File: config.mk
export PLATFORM = sky130hd
export DESIGN_NAME = dbg_link_sel
export DESIGN_NICKNAME = d
export VERILOG_FILES = /design/src/rtl/dls_pkg.sv /design/src/rtl/dls_run_counter.sv /design/src/rtl/dls_shift.sv /design/src/rtl/dls_match.sv /design/src/rtl/dbg_link_sel.sv
export SDC_FILE = /design/constraint.sdc
export NUM_CORES = 1
export LEC_CHECK = 0
export BUFFER_PORTS_ARGS = -buffer_cell sky130_fd_sc_hd__buf_2
export CORE_ASPECT_RATIO = 1.1
export CORE_MARGIN = 1
export CORE_UTILIZATION = 53
export DETAILED_ROUTE_END_ITERATION = 6
export PLACE_DENSITY_LB_ADDON = 0.1
export SLEW_MARGIN = 30
export SYNTH_ARGS = -nofsm -noshare
export SYNTH_HDL_FRONTEND = slang
export SYNTH_SLANG_ARGS = --single-unit
File: constraint.sdc
create_clock -name clk -period 1.6 [get_ports clk]
set_input_delay 0.16 -clock clk [delete_from_list [all_inputs] [get_ports clk]]
set_output_delay 0.16 -clock clk [all_outputs]
set_load 0.02 [all_outputs]
File: src/rtl/dls_pkg.sv
package dls_pkg;

    typedef enum logic {
        LINK_JTAG = 1'b0,
        LINK_SWD  = 1'b1
    } link_mode_e;

    typedef enum logic {
        PH_HUNT    = 1'b0,
        PH_CAPTURE = 1'b1
    } phase_e;

    localparam int unsigned SEL_W = 16;

    localparam logic [SEL_W-1:0] SEL_SWD_NEW  = 16'hE79E;
    localparam logic [SEL_W-1:0] SEL_JTAG_NEW = 16'hE73C;
    localparam logic [SEL_W-1:0] SEL_SWD_OLD  = 16'hEDB6;
    localparam logic [SEL_W-1:0] SEL_JTAG_OLD = 16'hDEAE;

endpackage

File: src/rtl/dls_run_counter.sv
// Counts consecutive high samples, saturating once the run qualifies.
module dls_run_counter #(
    parameter int unsigned RUN_LEN = 50
) (
    input  logic clk,
    input  logic rst_n,
    input  logic bit_i,
    input  logic hold_i,
    output logic armed_o
);
    localparam int unsigned CW = $clog2(RUN_LEN + 1);
    localparam logic [CW-1:0] CNT_TOP = CW'(RUN_LEN);

    typedef struct packed {
        logic [CW-1:0] cnt;
    } run_st_t;

    run_st_t run_d, run_q;

    always_comb begin
        run_d = run_q;
        if (hold_i || !bit_i) begin
            run_d.cnt = '0;
        end else if (run_q.cnt != CNT_TOP) begin
            run_d.cnt = run_q.cnt + 1'b1;
        end
    end

    always_ff @(posedge clk or negedge rst_n) begin
        if (!rst_n) begin
            run_q <= '0;
        end else begin
            run_q <= run_d;
        end
    end

    assign armed_o = (run_q.cnt == CNT_TOP);

endmodule

File: src/rtl/dls_shift.sv
// Collects a selection word, first bit landing in bit 0.
module dls_shift #(
    parameter int unsigned W = 16
) (
    input  logic         clk,
    input  logic         rst_n,
    input  logic         load_i,
    input  logic         shift_i,
    input  logic         bit_i,
    output logic [W-1:0] word_o,
    output logic         last_o
);
    localparam int unsigned CNTW = $clog2(W);
    localparam logic [CNTW-1:0] CNT_LAST = CNTW'(W - 1);

    typedef struct packed {
        logic [W-2:0]    sh;
        logic [CNTW-1:0] cnt;
    } sh_st_t;

    sh_st_t sh_d, sh_q;

    always_comb begin
        sh_d = sh_q;
        if (load_i) begin
            sh_d.sh  = {bit_i, sh_q.sh[W-2:1]};
            sh_d.cnt = CNTW'(1);
        end else if (shift_i) begin
            sh_d.sh  = {bit_i, sh_q.sh[W-2:1]};
            sh_d.cnt = (sh_q.cnt == CNT_LAST) ? '0 : sh_q.cnt + 1'b1;
        end
    end

    always_ff @(posedge clk or negedge rst_n) begin
        if (!rst_n) begin
            sh_q <= '0;
        end else begin
            sh_q <= sh_d;
        end
    end

    assign word_o = {bit_i, sh_q.sh};
    assign last_o = (sh_q.cnt == CNT_LAST);

endmodule

File: src/rtl/dls_match.sv
// Decodes a complete word into a gated mode request.
module dls_match
    import dls_pkg::*;
#(
    parameter bit EN_SWD     = 1'b1,
    parameter bit EN_JTAG    = 1'b1,
    parameter bit ACCEPT_OLD = 1'b1
) (
    input  logic [SEL_W-1:0] word_i,
    output logic             swd_hit_o,
    output logic             jtag_hit_o
);
    logic swd_old, jtag_old;

    generate
        if (ACCEPT_OLD) begin : g_old
            assign swd_old  = (word_i == SEL_SWD_OLD);
            assign jtag_old = (word_i == SEL_JTAG_OLD);
        end else begin : g_no_old
            assign swd_old  = 1'b0;
            assign jtag_old = 1'b0;
        end
    endgenerate

    assign swd_hit_o  = EN_SWD  && ((word_i == SEL_SWD_NEW)  || swd_old);
    assign jtag_hit_o = EN_JTAG && ((word_i == SEL_JTAG_NEW) || jtag_old);

endmodule

File: src/rtl/dbg_link_sel.sv
// Watches the shared line and selects the debug signalling mode.
module dbg_link_sel
    import dls_pkg::*;
#(
    parameter int unsigned RUN_LEN    = 50,
    parameter bit          EN_SWD     = 1'b1,
    parameter bit          EN_JTAG    = 1'b1,
    parameter bit          ACCEPT_OLD = 1'b1
) (
    input  logic clk,
    input  logic rst_n,
    input  logic line_i,
    output logic mode_o,
    output logic sel_stb_o
);
    typedef struct packed {
        phase_e     phase;
        link_mode_e mode;
        logic       stb;
    } top_st_t;

    localparam top_st_t TOP_RST = '{phase: PH_HUNT, mode: LINK_JTAG, stb: 1'b0};

    top_st_t st_d, st_q;

    logic             armed_w;
    logic             cap_w;
    logic             load_w;
    logic             last_w;
    logic [SEL_W-1:0] word_w;
    logic             swd_hit_w;
    logic             jtag_hit_w;

    assign cap_w  = (st_q.phase == PH_CAPTURE);
    assign load_w = (st_q.phase == PH_HUNT) && !line_i && armed_w;

    dls_run_counter #(.RUN_LEN(RUN_LEN)) u_run (
        .clk     (clk),
        .rst_n   (rst_n),
        .bit_i   (line_i),
        .hold_i  (cap_w),
        .armed_o (armed_w)
    );

    dls_shift #(.W(SEL_W)) u_shift (
        .clk     (clk),
        .rst_n   (rst_n),
        .load_i  (load_w),
        .shift_i (cap_w),
        .bit_i   (line_i),
        .word_o  (word_w),
        .last_o  (last_w)
    );

    dls_match #(
        .EN_SWD     (EN_SWD),
        .EN_JTAG    (EN_JTAG),
        .ACCEPT_OLD (ACCEPT_OLD)
    ) u_match (
        .word_i     (word_w),
        .swd_hit_o  (swd_hit_w),
        .jtag_hit_o (jtag_hit_w)
    );

    always_comb begin
        st_d     = st_q;
        st_d.stb = 1'b0;
        if (load_w) begin
            st_d.phase = PH_CAPTURE;
        end else if (cap_w && last_w) begin
            st_d.phase = PH_HUNT;
            if (swd_hit_w) begin
                st_d.mode = LINK_SWD;
                st_d.stb  = 1'b1;
            end else if (jtag_hit_w) begin
                st_d.mode = LINK_JTAG;
                st_d.stb  = 1'b1;
            end
        end
    end

    always_ff @(posedge clk or negedge rst_n) begin
        if (!rst_n) begin
            st_q <= TOP_RST;
        end else begin
            st_q <= st_d;
        end
    end

    assign mode_o    = st_q.mode;
    assign sel_stb_o = st_q.stb;

endmodule

After elaboration in Yosys (flattened, before gate mapping)

Index checks and enable logic that the tools add are counted.
Widths: inputs -> output; s select.

Reductions and logical operators: 12
Magnitude comparators: 0
Multiply operators: 0
Divide/modulo/power cells: 0
Eq/ne operators: 7
Shift-type cells: 0
Mux-type cells: 10
Add/sub/neg operators: 2
Bitwise logic cells: 2

Operator list:

| kind                 | number |
|---|---|
| $eq 16x16->1 const B | 4 |
| $mux 19              | 2 |
| $mux 6               | 2 |
| $reduce_bool 2->1    | 4 |
| $add 6x1->6 const B  | 1 |
| $eq 6x6->1 const B   | 1 |
| $ne 6x6->1 const B   | 1 |
| $add 4x1->4 const B  | 1 |
| $eq 4x4->1 const B   | 1 |
| $mux 2               | 2 |
| $mux 4               | 1 |
| $logic_and 1x1->1    | 3 |
| $logic_or 1x1->1     | 3 |
| $mux 3               | 1 |
| $reduce_and 3->1     | 1 |
| $mux 1               | 2 |
| $not 1->1            | 2 |
| $logic_not 1->1      | 1 |

Memories: 0
Latch bits: 0
ROM bits: 0
Flip-flop bits (word level): 28
Bits of input ports: 3
RAM bits: 0

Depth between registers and ports, before layout

Gate-level depths: netlist of the first run.

Word-level depth: 6
Gate-level depth with buffers: 7
Depth with buffers taken out: 5

By module

A second synthesis of the first run with hierarchy kept.

Cells, all modules: 122
Area total of the unflattened synthesis: 1477.7 µm²

By module, submodules not included:

| module          | area each (µm²) | instances | cells an instance |
|---|---|---|---|
| dls_shift       | 920.9           | 1         | 68 |
| dls_run_counter | 325.3           | 1         | 30 |
| dbg_link_sel    | 125.1           | 1         | 9 |
| dls_match       | 106.4           | 1         | 15 |

Least setup slack after synthesis of the first run

No wires, ideal clock.

Path type: reg-to-reg
Start point: reg u_run.run_q[0] (netlist name)
End point: reg u_shift.sh_q (netlist bit u_shift.word_o[1])
Setup slack: -4 ps
Period minus slack after synthesis: 1604 ps
Stages on the path, launching flop included: 8
Setup time: 125 ps
Data required time: 1475 ps
Buffers on the path: 2
Data arrival time: 1479 ps
Cell sequence: dfrtp_1 -> inv_1 -> ha_1 -> nand4_4 -> o21ba_1 -> buf_6 -> buf_12 -> mux2_4

Cells in the longest elaborated chain, start to end: 3
Elaborated cells between the ends (all ways): 4

RTL lines:

| element                                             | RTL line              | RTL |
|---|---|---|
| start: declaration                                  | dls_run_counter.sv:18 | `run_st_t run_d, run_q;` |
| start signal: assignment                            | dls_run_counter.sv:33 | `run_q <= run_d;` |
| $eq 6x6->1 (*)                                      | dls_run_counter.sv:37 | `assign armed_o = (run_q.cnt == CNT_TOP);` |
| $logic_and 1x1->1 (*)                               | dbg_link_sel.sv:35    | `assign load_w = (st_q.phase == PH_HUNT) && !line_i && armed_w;` |
| $mux 19 / $reduce_bool 2->1 (equally long branches) | --                    |  |
| end signal: assignment                              | dls_shift.sv:36       | `sh_q <= '0;` |
| end signal: assignment                              | dls_shift.sv:38       | `sh_q <= sh_d;` |
| end: declaration                                    | dls_shift.sv:21       | `sh_st_t sh_d, sh_q;` |

Mark *: on every way between the ends. The rest lies on a longest branch, timed or not.
A chain may end at the register's enable or synchronous reset.

Final worst setup path of the first run

Start point: reg u_shift.sh_q (netlist bit u_shift.word_o[0])
End point: reg st_q (netlist bit mode_o)

Cells in the longest elaborated chain, start to end: 4
Elaborated cells between the ends (all ways): 9

RTL lines:

| element                             | RTL line                         | RTL |
|---|---|---|
| $eq 16x16->1 (on tied branches)     | --                               |  |
| $logic_or 1x1->1 (on tied branches) | dls_match.sv:25, dls_match.sv:26 |  |
| $reduce_bool 2->1 (no source line)  | --                               |  |
| $reduce_and 3->1 (no source line)   | --                               |  |
| end signal: assignment              | dbg_link_sel.sv:86               | `st_q <= st_d;` |
| end: declaration                    | dbg_link_sel.sv:24               | `top_st_t st_d, st_q;` |

Parallel ways exist; a longest one is shown, timed or not.

==> summary.md, run 1 <==
| Metric | Value |
|---|---|
| Sequential share of power | `0.435` |
| Comb power frac | `0.399` |
| CTS tree | `built` |
| Clock Tree Buf Depth | `2` |
| Root Buffer | `clkbuf_4` |
| Worst endpoint data arrival time | `1.88 ns` |
| R2R Path End | `mode_o` |
| Critical path required time | `1.84 ns` |
| Max Fclk | `611 MHz` |
| Clock buffer count from CTS | `3` |
| Post-Syn Nets | `109` |
| Post-synth EDFFs | `0` |
| Power consumption | `2.76 mW` |
| Critical Path Start Type | `flip-flop` |
| Sequential area share after synthesis | `0.531` |
| Number of synthesized register bits | `28` |
| Tot GR Track Use | `0.189` |
| Internal power | `1.90 mW` |
| Worst Tran Pin Value | `0.597 ns` |
| N_diodes | `0` |
| Power Density | `1810 nW/um^2` |
| Die width | `49.6 um` |
| Cell count after synthesis | `103` |
| GRT overflow | `0` |
| Worst skew pair latency | `0.33 ns` |
| Total number of vias | `870` |
| Initial core utilization | `0.575` |
| Die outline height | `54.3 um` |
| DRT Pass-1 Iters | `4` |
| Core box area | `2300 sq um` |
| Worst R2R Path Depth | `4` |
| Final net count | `128` |
| PortBufs | `4` |
| Final period utilization | `1.02` |
| Initial antenna violation count | `0` |
| CP Capture Type | `flip-flop` |
| Clock skew | `0.00434 ns` |
| Hold_sp | `line_i` |
| Pre-CTS setup slack | `0.0469 ns` |
| Detail Placement HPWL | `1.52 mm` |
| Failing checks | `negative setup slack` |
| Status | `complete, but fails checks` |
| WHS | `0.0821 ns` |
| Most frequent cells in the layout | `28 x dfrtp_1, 11 x buf_4, 9 x mux2_2, 6 x nor2_1, 5 x mux2_4` |
| H-tree depth | `1` |
| Routed Wire Length | `2.21 mm` |
| Cell variety after synth | `36` |
| VDD IR-drop max | `0.00101 V` |
| Wire length on met2 | `1.07 mm` |
| Clock power share | `0.167` |
| Worst-path clk slew | `0.15 ns` |
| Switching pwr | `0.862 mW` |
| Worst hold path stage count | `2` |
| Post-Route M1 WL | `990 um` |
| Pin count of the biggest net entering global routing | `29` |
| Max Slew Vio Count | `0` |
| Worst-path fanout max | `3` |
| Most common cell after layout, fill and taps aside | `dfrtp_1` |
| DR iter-0 viols | `10` |
| Final-report hold violation count | `0` |
| Worst hold path class | `input pin to flip-flop` |
| Top Ports | `5` |
| Largest stage delay, worst path | `0.55 ns` |
| RSZ-0062 raised after global routing | `true` |
| Die area | `2690 sq um` |
| Worst path slowest cell | `or4_1` |
| Cell area after layout | `1530 sq um` |
| Met3 WL | `98 um` |
| Switching share of power | `0.312` |
| Multi-input logic area | `592 sq um` |
| Fillers | `177` |
| Most used DFF post-synth | `dfrtp_1` |
| Average wire per standard cell | `14.6 um` |
| Placer Congestion | `0.784` |
| Area Growth Syn to Fin | `15.6%` |
| Synth warnings | `0` |
| Area after DPL | `1440 sq um` |
| Average vias per placed instance | `5.76` |
| # DRC | `0` |
| Layout cells sized above 1 | `0.331` |
| Antenna-violating nets left | `0` |
| Crit-path cells | `or4_1, nor4_2, o2111ai_1, a21bo_1` |
| Max cap viols | `0` |
| Asr flop ratio synth | `1.00` |
| Final worst slack | `-0.0356 ns` |
| Reg-to-reg startpoint | `u_shift.word_o[0]` |
| First-pass GRT wire length | `3.66 mm` |
| Leakage | `0.699 nW` |
| # setup viols final | `2` |
| Mapped Area | `1320 sq um` |
| Hold EP | `u_shift.word_o[14]` |
| Number of global-route vias before repair | `844` |
| Rel. slew slack | `0.602` |
| Syn Area/Cell | `12.8 sq um` |
| Kind of critical path | `flip-flop to flip-flop` |
| Min Clock Period, post-route | `1.64 ns` |
| FF-to-FF setup slack | `-0.04 ns` |
| CTS sink cnt | `28` |
| FF+latch area | `701 sq um` |
| Max Used Layer | `met4` |
| Row cnt | `18` |
==> routing by layer <==
metal  up-vias  GRT usage
li1        410          -
met4         0      0.119
met1       440      0.233
met2        15      0.315
met3         5     0.0333
met5         -          0
==> critical path: cells and delay by family, from the launching register on <==
| family | cells | cell delay [ns] |
|---|---|---|
| AO/OA/AOI/OAI | 2 | 0.40 |
| flip-flops | 1 | 0.42 |
| AND/OR/NAND/NOR | 2 | 0.73 |
==> through the flow <==
| stage | setup TNS [ns] | util | instances |
|---|---|---|---|
| detailed placement | 0 | 0.627 | 145 |
| global route | -0.130 | 0.664 | 151 |
| CTS | 0 | 0.654 | 150 |
| finish | -0.0404 | 0.664 | 151 |
| floorplan | -0.00996 | - | 103 |
| global placement | 0 | 0.627 | 145 |
==> final cells by class <==
cell class,count,share of cell area
Clock buffer,3,0.0148
Clock inverter,1,0.0197
Inverter,3,0.00738
Multi-Input combinational cell,69,0.388
Sequential cell,28,0.459
Tap cell,30,0.0246
Timing Repair Buffer,17,0.0869
==> power by group through the flow <==
stage	logic (mW)	clock network, mW	registers [mW]
detailed placement	1.08	0	1.21
CTS	1.09	0.479	1.20
floorplan	0.800	0	1.18
global route	1.21	0.493	1.24
global placement	1.05	0	1.19
finish	1.10	0.461	1.20
==> synthesized netlist by cell type (2+ instances only) <==
| library cell | number | area (sq um) |
|---|---|---|
| dfrtp_1 | 28 | 701 |
| mux2_2 | 9 | 101 |
| nor2_1 | 6 | 22.5 |
| mux2_4 | 5 | 75.1 |
| a21oi_1 | 4 | 20.0 |
| nand2_1 | 4 | 15.0 |
| nand3_1 | 4 | 20.0 |
| a22o_1 | 3 | 26.3 |
| ha_1 | 3 | 37.5 |
| inv_1 | 3 | 11.3 |
| nand2b_1 | 3 | 18.8 |
| xor2_1 | 3 | 26.3 |
| nand4bb_1 | 2 | 22.5 |
| nor4_1 | 2 | 12.5 |
| o21ai_0 | 2 | 10.0 |
| xnor2_1 | 2 | 17.5 |
==> how the worst max path moves through the flow <==
stage | startpoint | endpoint | slack, ns | cells past startpoint
after detailed placement | u_shift.word_o[4] | mode_o | 0.05 | 4
after global placement | u_shift.word_o[0] | mode_o | 0.05 | 4
after floorplan | u_run.run_q[0] | u_shift.word_o[1] | -0.002 | 7
final | u_shift.word_o[0] | mode_o | -0.04 | 4
after global routing | u_shift.word_o[0] | mode_o | -0.08 | 4
after CTS | u_shift.word_o[0] | mode_o | 0.004 | 4
==> flip-flops by register name (all words and copies together), names as in the netlist <==
name	count
sel_stb_o	1
u_shift.word_o	15
u_run.run_q	6
cap_w	1
u_shift.sh_q	4
mode_o	1
==> what timing repair did <==
action	in CTS	in global routing
gates resized for setup	0	3
endpoints found under the setup margin	0	1
setup buffers	0	1
hold endpoints to repair	28	0
hold buffers	1	0
==> cells by family (layout without fill, tap and decap cells) <==
kind of cell / count (synthesis) / count (layout) / share of synthesized area
AND/OR/NAND/NOR: 31 / 31 / 0.151
flip-flops: 28 / 28 / 0.531
AO/OA/AOI/OAI: 16 / 16 / 0.0882
multiplexers: 14 / 14 / 0.134
buffers and inverters: 6 / 24 / 0.0351
XOR/XNOR: 5 / 5 / 0.0332
adder cells (fa/ha/maj): 3 / 3 / 0.0284
No activity file was read; power rests on OpenSTA's default activity.
==> run 2: changes to the inputs <==
SETUP_SLACK_MARGIN = 0.4   (was default)
==> run 2 against run 1 <==
Against the previous run: clock skew increased by 0.00087 ns; fmax is 3.5% higher; critical path depth unchanged; largest cell class unchanged; the run now ends clean; cell count up 4.6%.
==> summary.md, run 2 (synthesized netlist as in run 1, its figures left out) <==
| Metric | Value |
|---|---|
| Clock buffer count from CTS | `3` |
| Switching pwr | `0.966 mW` |
| Rel. slew slack | `0.594` |
| Sequential share of power | `0.387` |
| Average wire per standard cell | `16.0 um` |
| Root Buffer | `clkbuf_4` |
| Number of global-route vias before repair | `890` |
| Placer Congestion | `0.768` |
| Comb power frac | `0.463` |
| # setup viols final | `0` |
| Max cap viols | `0` |
| Pre-CTS setup slack | `0.0206 ns` |
| Tot GR Track Use | `0.202` |
| Fillers | `156` |
| Status | `complete, no violations` |
| Dpl cells | `145` |
| Worst-path clk slew | `0.15 ns` |
| # DRC | `0` |
| Layout cells sized above 1 | `0.438` |
| RSZ-0062 raised after global routing | `true` |
| DR iter-0 viols | `6` |
| Top Ports | `5` |
| Area Growth Syn to Fin | `28.2%` |
| Utilization after layout | `0.737` |
| Max Slew Vio Count | `0` |
| CP Capture Type | `flip-flop` |
| Final net count | `135` |
| Leakage | `0.780 nW` |
| Hold_sp | `line_i` |
| Hold EP | `u_shift.word_o[14]` |
| Pin count of the biggest net entering global routing | `29` |
| Clock skew | `0.00521 ns` |
| Worst Tran Pin Value | `0.609 ns` |
| Initial antenna violation count | `0` |
| Average vias per placed instance | `5.57` |
| Area after DPL | `1440 sq um` |
| Initial core utilization | `0.575` |
| R2R Path End | `mode_o` |
| Critical Path Start Type | `flip-flop` |
| Core box area | `2300 sq um` |
| Critical path required time | `1.84 ns` |
| Power consumption | `3.11 mW` |
| Final period utilization | `0.988` |
| Cell area after layout | `1690 sq um` |
| N_diodes | `0` |
| Kind of critical path | `flip-flop to flip-flop` |
| Worst endpoint data arrival time | `1.82 ns` |
| Clock Tree Buf Depth | `2` |
| Row cnt | `18` |
| Worst hold path stage count | `2` |
| Final setup TNS | `0 ns` |
| PortBufs | `4` |
| Worst R2R Path Depth | `4` |
| DRT Pass-1 Iters | `4` |
| WHS | `0.113 ns` |
| Antenna-violating nets left | `0` |
| Most frequent cells in the layout | `28 x dfrtp_1, 11 x buf_4, 9 x mux2_2, 5 x mux2_4, 5 x nor2_1` |
| CTS tree | `built` |
| Power Density | `1830 nW/um^2` |
| Final worst slack | `0.0193 ns` |
| CTS sink cnt | `28` |
| Reg-to-reg startpoint | `u_shift.word_o[0]` |
| Worst skew pair latency | `0.33 ns` |
| Die outline height | `54.3 um` |
| Switching share of power | `0.311` |
| Most common cell after layout, fill and taps aside | `dfrtp_1` |
| First-pass GRT wire length | `3.92 mm` |
| Worst-path fanout max | `3` |
| GRT overflow | `0` |
| FF-to-FF setup slack | `0.02 ns` |
| Clock power share | `0.150` |
| H-tree depth | `1` |
| Filler-free cell count of the finished design | `158` |
| Total number of vias | `880` |
| Final-report hold violation count | `0` |
| Die area | `2690 sq um` |
| Min Clock Period, post-route | `1.58 ns` |
| Internal power | `2.14 mW` |
| Routed Wire Length | `2.53 mm` |
| Die width | `49.6 um` |
| Max Fclk | `633 MHz` |
| VDD IR-drop max | `0.00118 V` |
| Max FFs per register | `15` |
| Worst hold path class | `input pin to flip-flop` |
| Detail Placement HPWL | `1.52 mm` |
-- run 2: changes by cell type in the layout (fill, tap and decap cells not counted), sizes merged --
cell	previous run	this run
clkbuf	3	5
buf	16	21
-- run 2: what timing repair did --
action	4_1_cts	5_1_grt
resized for setup	12	10
endpoints found under the hold margin	28	0
setup buffers	3	2
hold buffers	1	0
gates cloned	2	1
pin swaps	6	5
endpoints found under the setup margin	23	26
-- run 2: worst max path at each step --
stage | from | end | slack (ns) | cells after the start
after CTS | u_shift.word_o[4] | mode_o | 0.03 | 4
after global placement | u_shift.word_o[0] | mode_o | 0.05 | 4
after floorplan | u_run.run_q[0] | u_shift.word_o[1] | -0.002 | 7
after detailed placement | u_shift.word_o[4] | mode_o | 0.02 | 4
after global routing | u_shift.word_o[0] | mode_o | -0.06 | 4
final | u_shift.word_o[0] | mode_o | 0.02 | 4
-- run 2: area by class of cell --
cell class                      count  area [sq um]  share of cell area
Clock buffer                        3          22.5              0.0133
Clock inverter                      1          30.0              0.0177
Inverter                            3          11.3             0.00665
Multi-Input combinational cell     69           636               0.375
Sequential cell                    28           701               0.414
Tap cell                           30          37.5              0.0222
Timing Repair Buffer               24           255               0.151
-- run 2: power groups by stage --
stage | clock network (mW) | registers, mW | logic, mW
2_1_floorplan | 0 | 1.18 | 0.800
3_3_place_gp | 0 | 1.19 | 1.05
3_5_place_dp | 0 | 1.22 | 1.08
4_1_cts | 0.474 | 1.20 | 1.35
5_1_grt | 0.502 | 1.24 | 1.56
6_report | 0.465 | 1.20 | 1.44
-- run 2: critical path, cell delays in order, from the launching register on --
cell       delay [ns]
dfrtp_1          0.41
or4_1            0.51
nor4_1           0.20
o2111ai_1        0.16
a21bo_1          0.21
-- run 2: metal layers --
layer | vias to the layer above | global-route usage | share of wire
met2 | 12 | 0.351 | 0.51
met1 | 441 | 0.253 | 0.46
li1 | 425 | - | -
met4 | 0 | 0.0810 | 0.011
met3 | 2 | 0.0361 | 0.024
met5 | - | 0 | 0
==> run 3: changes to the inputs <==
CORE_UTILIZATION = 63   (was 53)
clock period = 1.9 ns   (was 1.6 ns; I/O delays follow)
==> run 3 against run 2 <==
Against the previous run: cell count shrank 7.0%; critical path depth rose by 1; power is 20% lower; core utilization increased by 4.6 points; via count fell by 1.6%; clock-buffer cell count unchanged; clock skew shrank 0.00086 ns; cell area decreased by 7.5%; worst hold slack gained 0.0079 ns.
==> summary.md, run 3 (synthesized netlist as in run 1, its figures left out) <==
| Metric | Value |
|---|---|
| Critical path required time | `2.14 ns` |
| Clock buffer count from CTS | `3` |
| Worst Tran Pin Value | `0.621 ns` |
| Initial core utilization | `0.660` |
| Clock skew | `0.00435 ns` |
| Hold_sp | `line_i` |
| CTS sink cnt | `28` |
| Detail Placement HPWL | `1.52 mm` |
| Status | `complete, no violations` |
| WHS | `0.121 ns` |
| Max Fclk | `600 MHz` |
| Antenna-violating nets left | `0` |
| Worst endpoint data arrival time | `1.90 ns` |
| Power Density | `1590 nW/um^2` |
| Worst-path fanout max | `3` |
| # DRC | `0` |
| Core box area | `2000 sq um` |
| Top Ports | `5` |
| Kind of critical path | `flip-flop to flip-flop` |
| VDD IR-drop max | `0.00120 V` |
| Average wire per standard cell | `18.4 um` |
| Routed Wire Length | `2.70 mm` |
| Final period utilization | `0.876` |
| Area Growth Syn to Fin | `18.6%` |
| Layout cells sized above 1 | `0.328` |
| Final-report hold violation count | `0` |
| Final setup TNS | `0 ns` |
| Root Buffer | `clkbuf_4` |
| Max Slew Vio Count | `0` |
| Worst skew pair latency | `0.33 ns` |
| Reg-to-reg startpoint | `u_shift.word_o[6]` |
| # setup viols final | `0` |
| Beginning of the critical path | `u_shift.word_o[6]` |
| Final net count | `126` |
| GRT overflow | `0` |
| PortBufs | `4` |
| DRT Pass-1 Iters | `4` |
| FF-to-FF setup slack | `0.23 ns` |
| N_diodes | `0` |
| Die width | `45.6 um` |
| Tot GR Track Use | `0.246` |
| Initial antenna violation count | `0` |
| Max cap viols | `0` |
| Total number of vias | `866` |
| Placer Congestion | `0.683` |
| Die outline height | `50.0 um` |
| Leakage | `0.717 nW` |
| Number of global-route vias before repair | `834` |
| H-tree depth | `1` |
| CTS tree | `built` |
| RSZ-0062 raised after global routing | `true` |
| Pin count of the biggest net entering global routing | `29` |
| Worst-path clk slew | `0.15 ns` |
| DR iter-0 viols | `18` |
| Most frequent cells in the layout | `28 x dfrtp_1, 8 x mux2_2, 7 x buf_4, 6 x mux2_4, 6 x nor2_1` |
| Worst hold path class | `input pin to flip-flop` |
| Min Clock Period, post-route | `1.67 ns` |
| Clock Tree Buf Depth | `2` |
| Critical Path Start Type | `flip-flop` |
| First-pass GRT wire length | `4.00 mm` |
| Average vias per placed instance | `5.89` |
| Die area | `2280 sq um` |
| Most common cell after layout, fill and taps aside | `dfrtp_1` |
| Rel. slew slack | `0.586` |
| Row cnt | `17` |
| Max FFs per register | `15` |
| CP Capture Type | `flip-flop` |
-- run 3: area by class of cell --
type / count / area [sq um]
sequential: 28 / 701
multi-input combinational: 69 / 613
fill: 141 / 434
timing repair buffer: 15 / 153
tap: 28 / 35.0
clock inverter: 1 / 30.0
clock buffer: 3 / 22.5
inverter: 3 / 11.3
-- run 3: final timing paths --
kind	end	depth (start not counted)
worst max-delay path	mode_o	5
worst min-delay path	u_shift.word_o[14]	2
worst max register to register	mode_o	5
worst min register to register	mode_o	1
max in group asynchronous	u_shift.word_o[5]	2
min in group asynchronous	u_run.run_q[5]	2
-- run 3: metal layers --
metal,wire [um],GRT usage
met1,1210,0.356
met2,1350,0.369
met3,92,0.0842
met4,41,0.0253
met5,0,0
-- run 3: per-stage QoR --
| step | utilization | cells | worst slack [ns] | cell area [sq um] | power, mW |
|---|---|---|---|---|---|
| after floorplan | - | 103 | 0.298 | 1320 | 1.66 |
| after global placement | 0.681 | 133 | 0.308 | 1360 | 1.77 |
| after detailed placement | 0.681 | 133 | 0.251 | 1360 | 1.82 |
| after CTS | 0.742 | 144 | 0.303 | 1480 | 2.31 |
| after global routing | 0.783 | 147 | 0.160 | 1570 | 2.64 |
| final | 0.783 | 147 | 0.235 | 1570 | 2.49 |
-- run 3: critical path, stage by stage, from the launching register on --
cell       delay (ns)
dfrtp_1          0.42
buf_4            0.15
nand4bb_1        0.25
nor4_2           0.33
o2111ai_2        0.18
a21bo_1          0.23
-- run 3: timing repair --
action,4_1_cts,5_1_grt
setup endpoints to repair,18,16
gates cloned,0,2
hold buffers,1,0
hold endpoints to repair,28,0
resized for setup,3,4
pin swaps,1,0
setup buffers,6,1
-- run 3: power breakdown --
part	switching [mW]	internal [mW]	leakage, nW
Sequential	0.242	0.826	0.342
Clock	0.177	0.214	0.0279
Combinational	0.395	0.641	0.348
Total	0.813	1.68	0.717
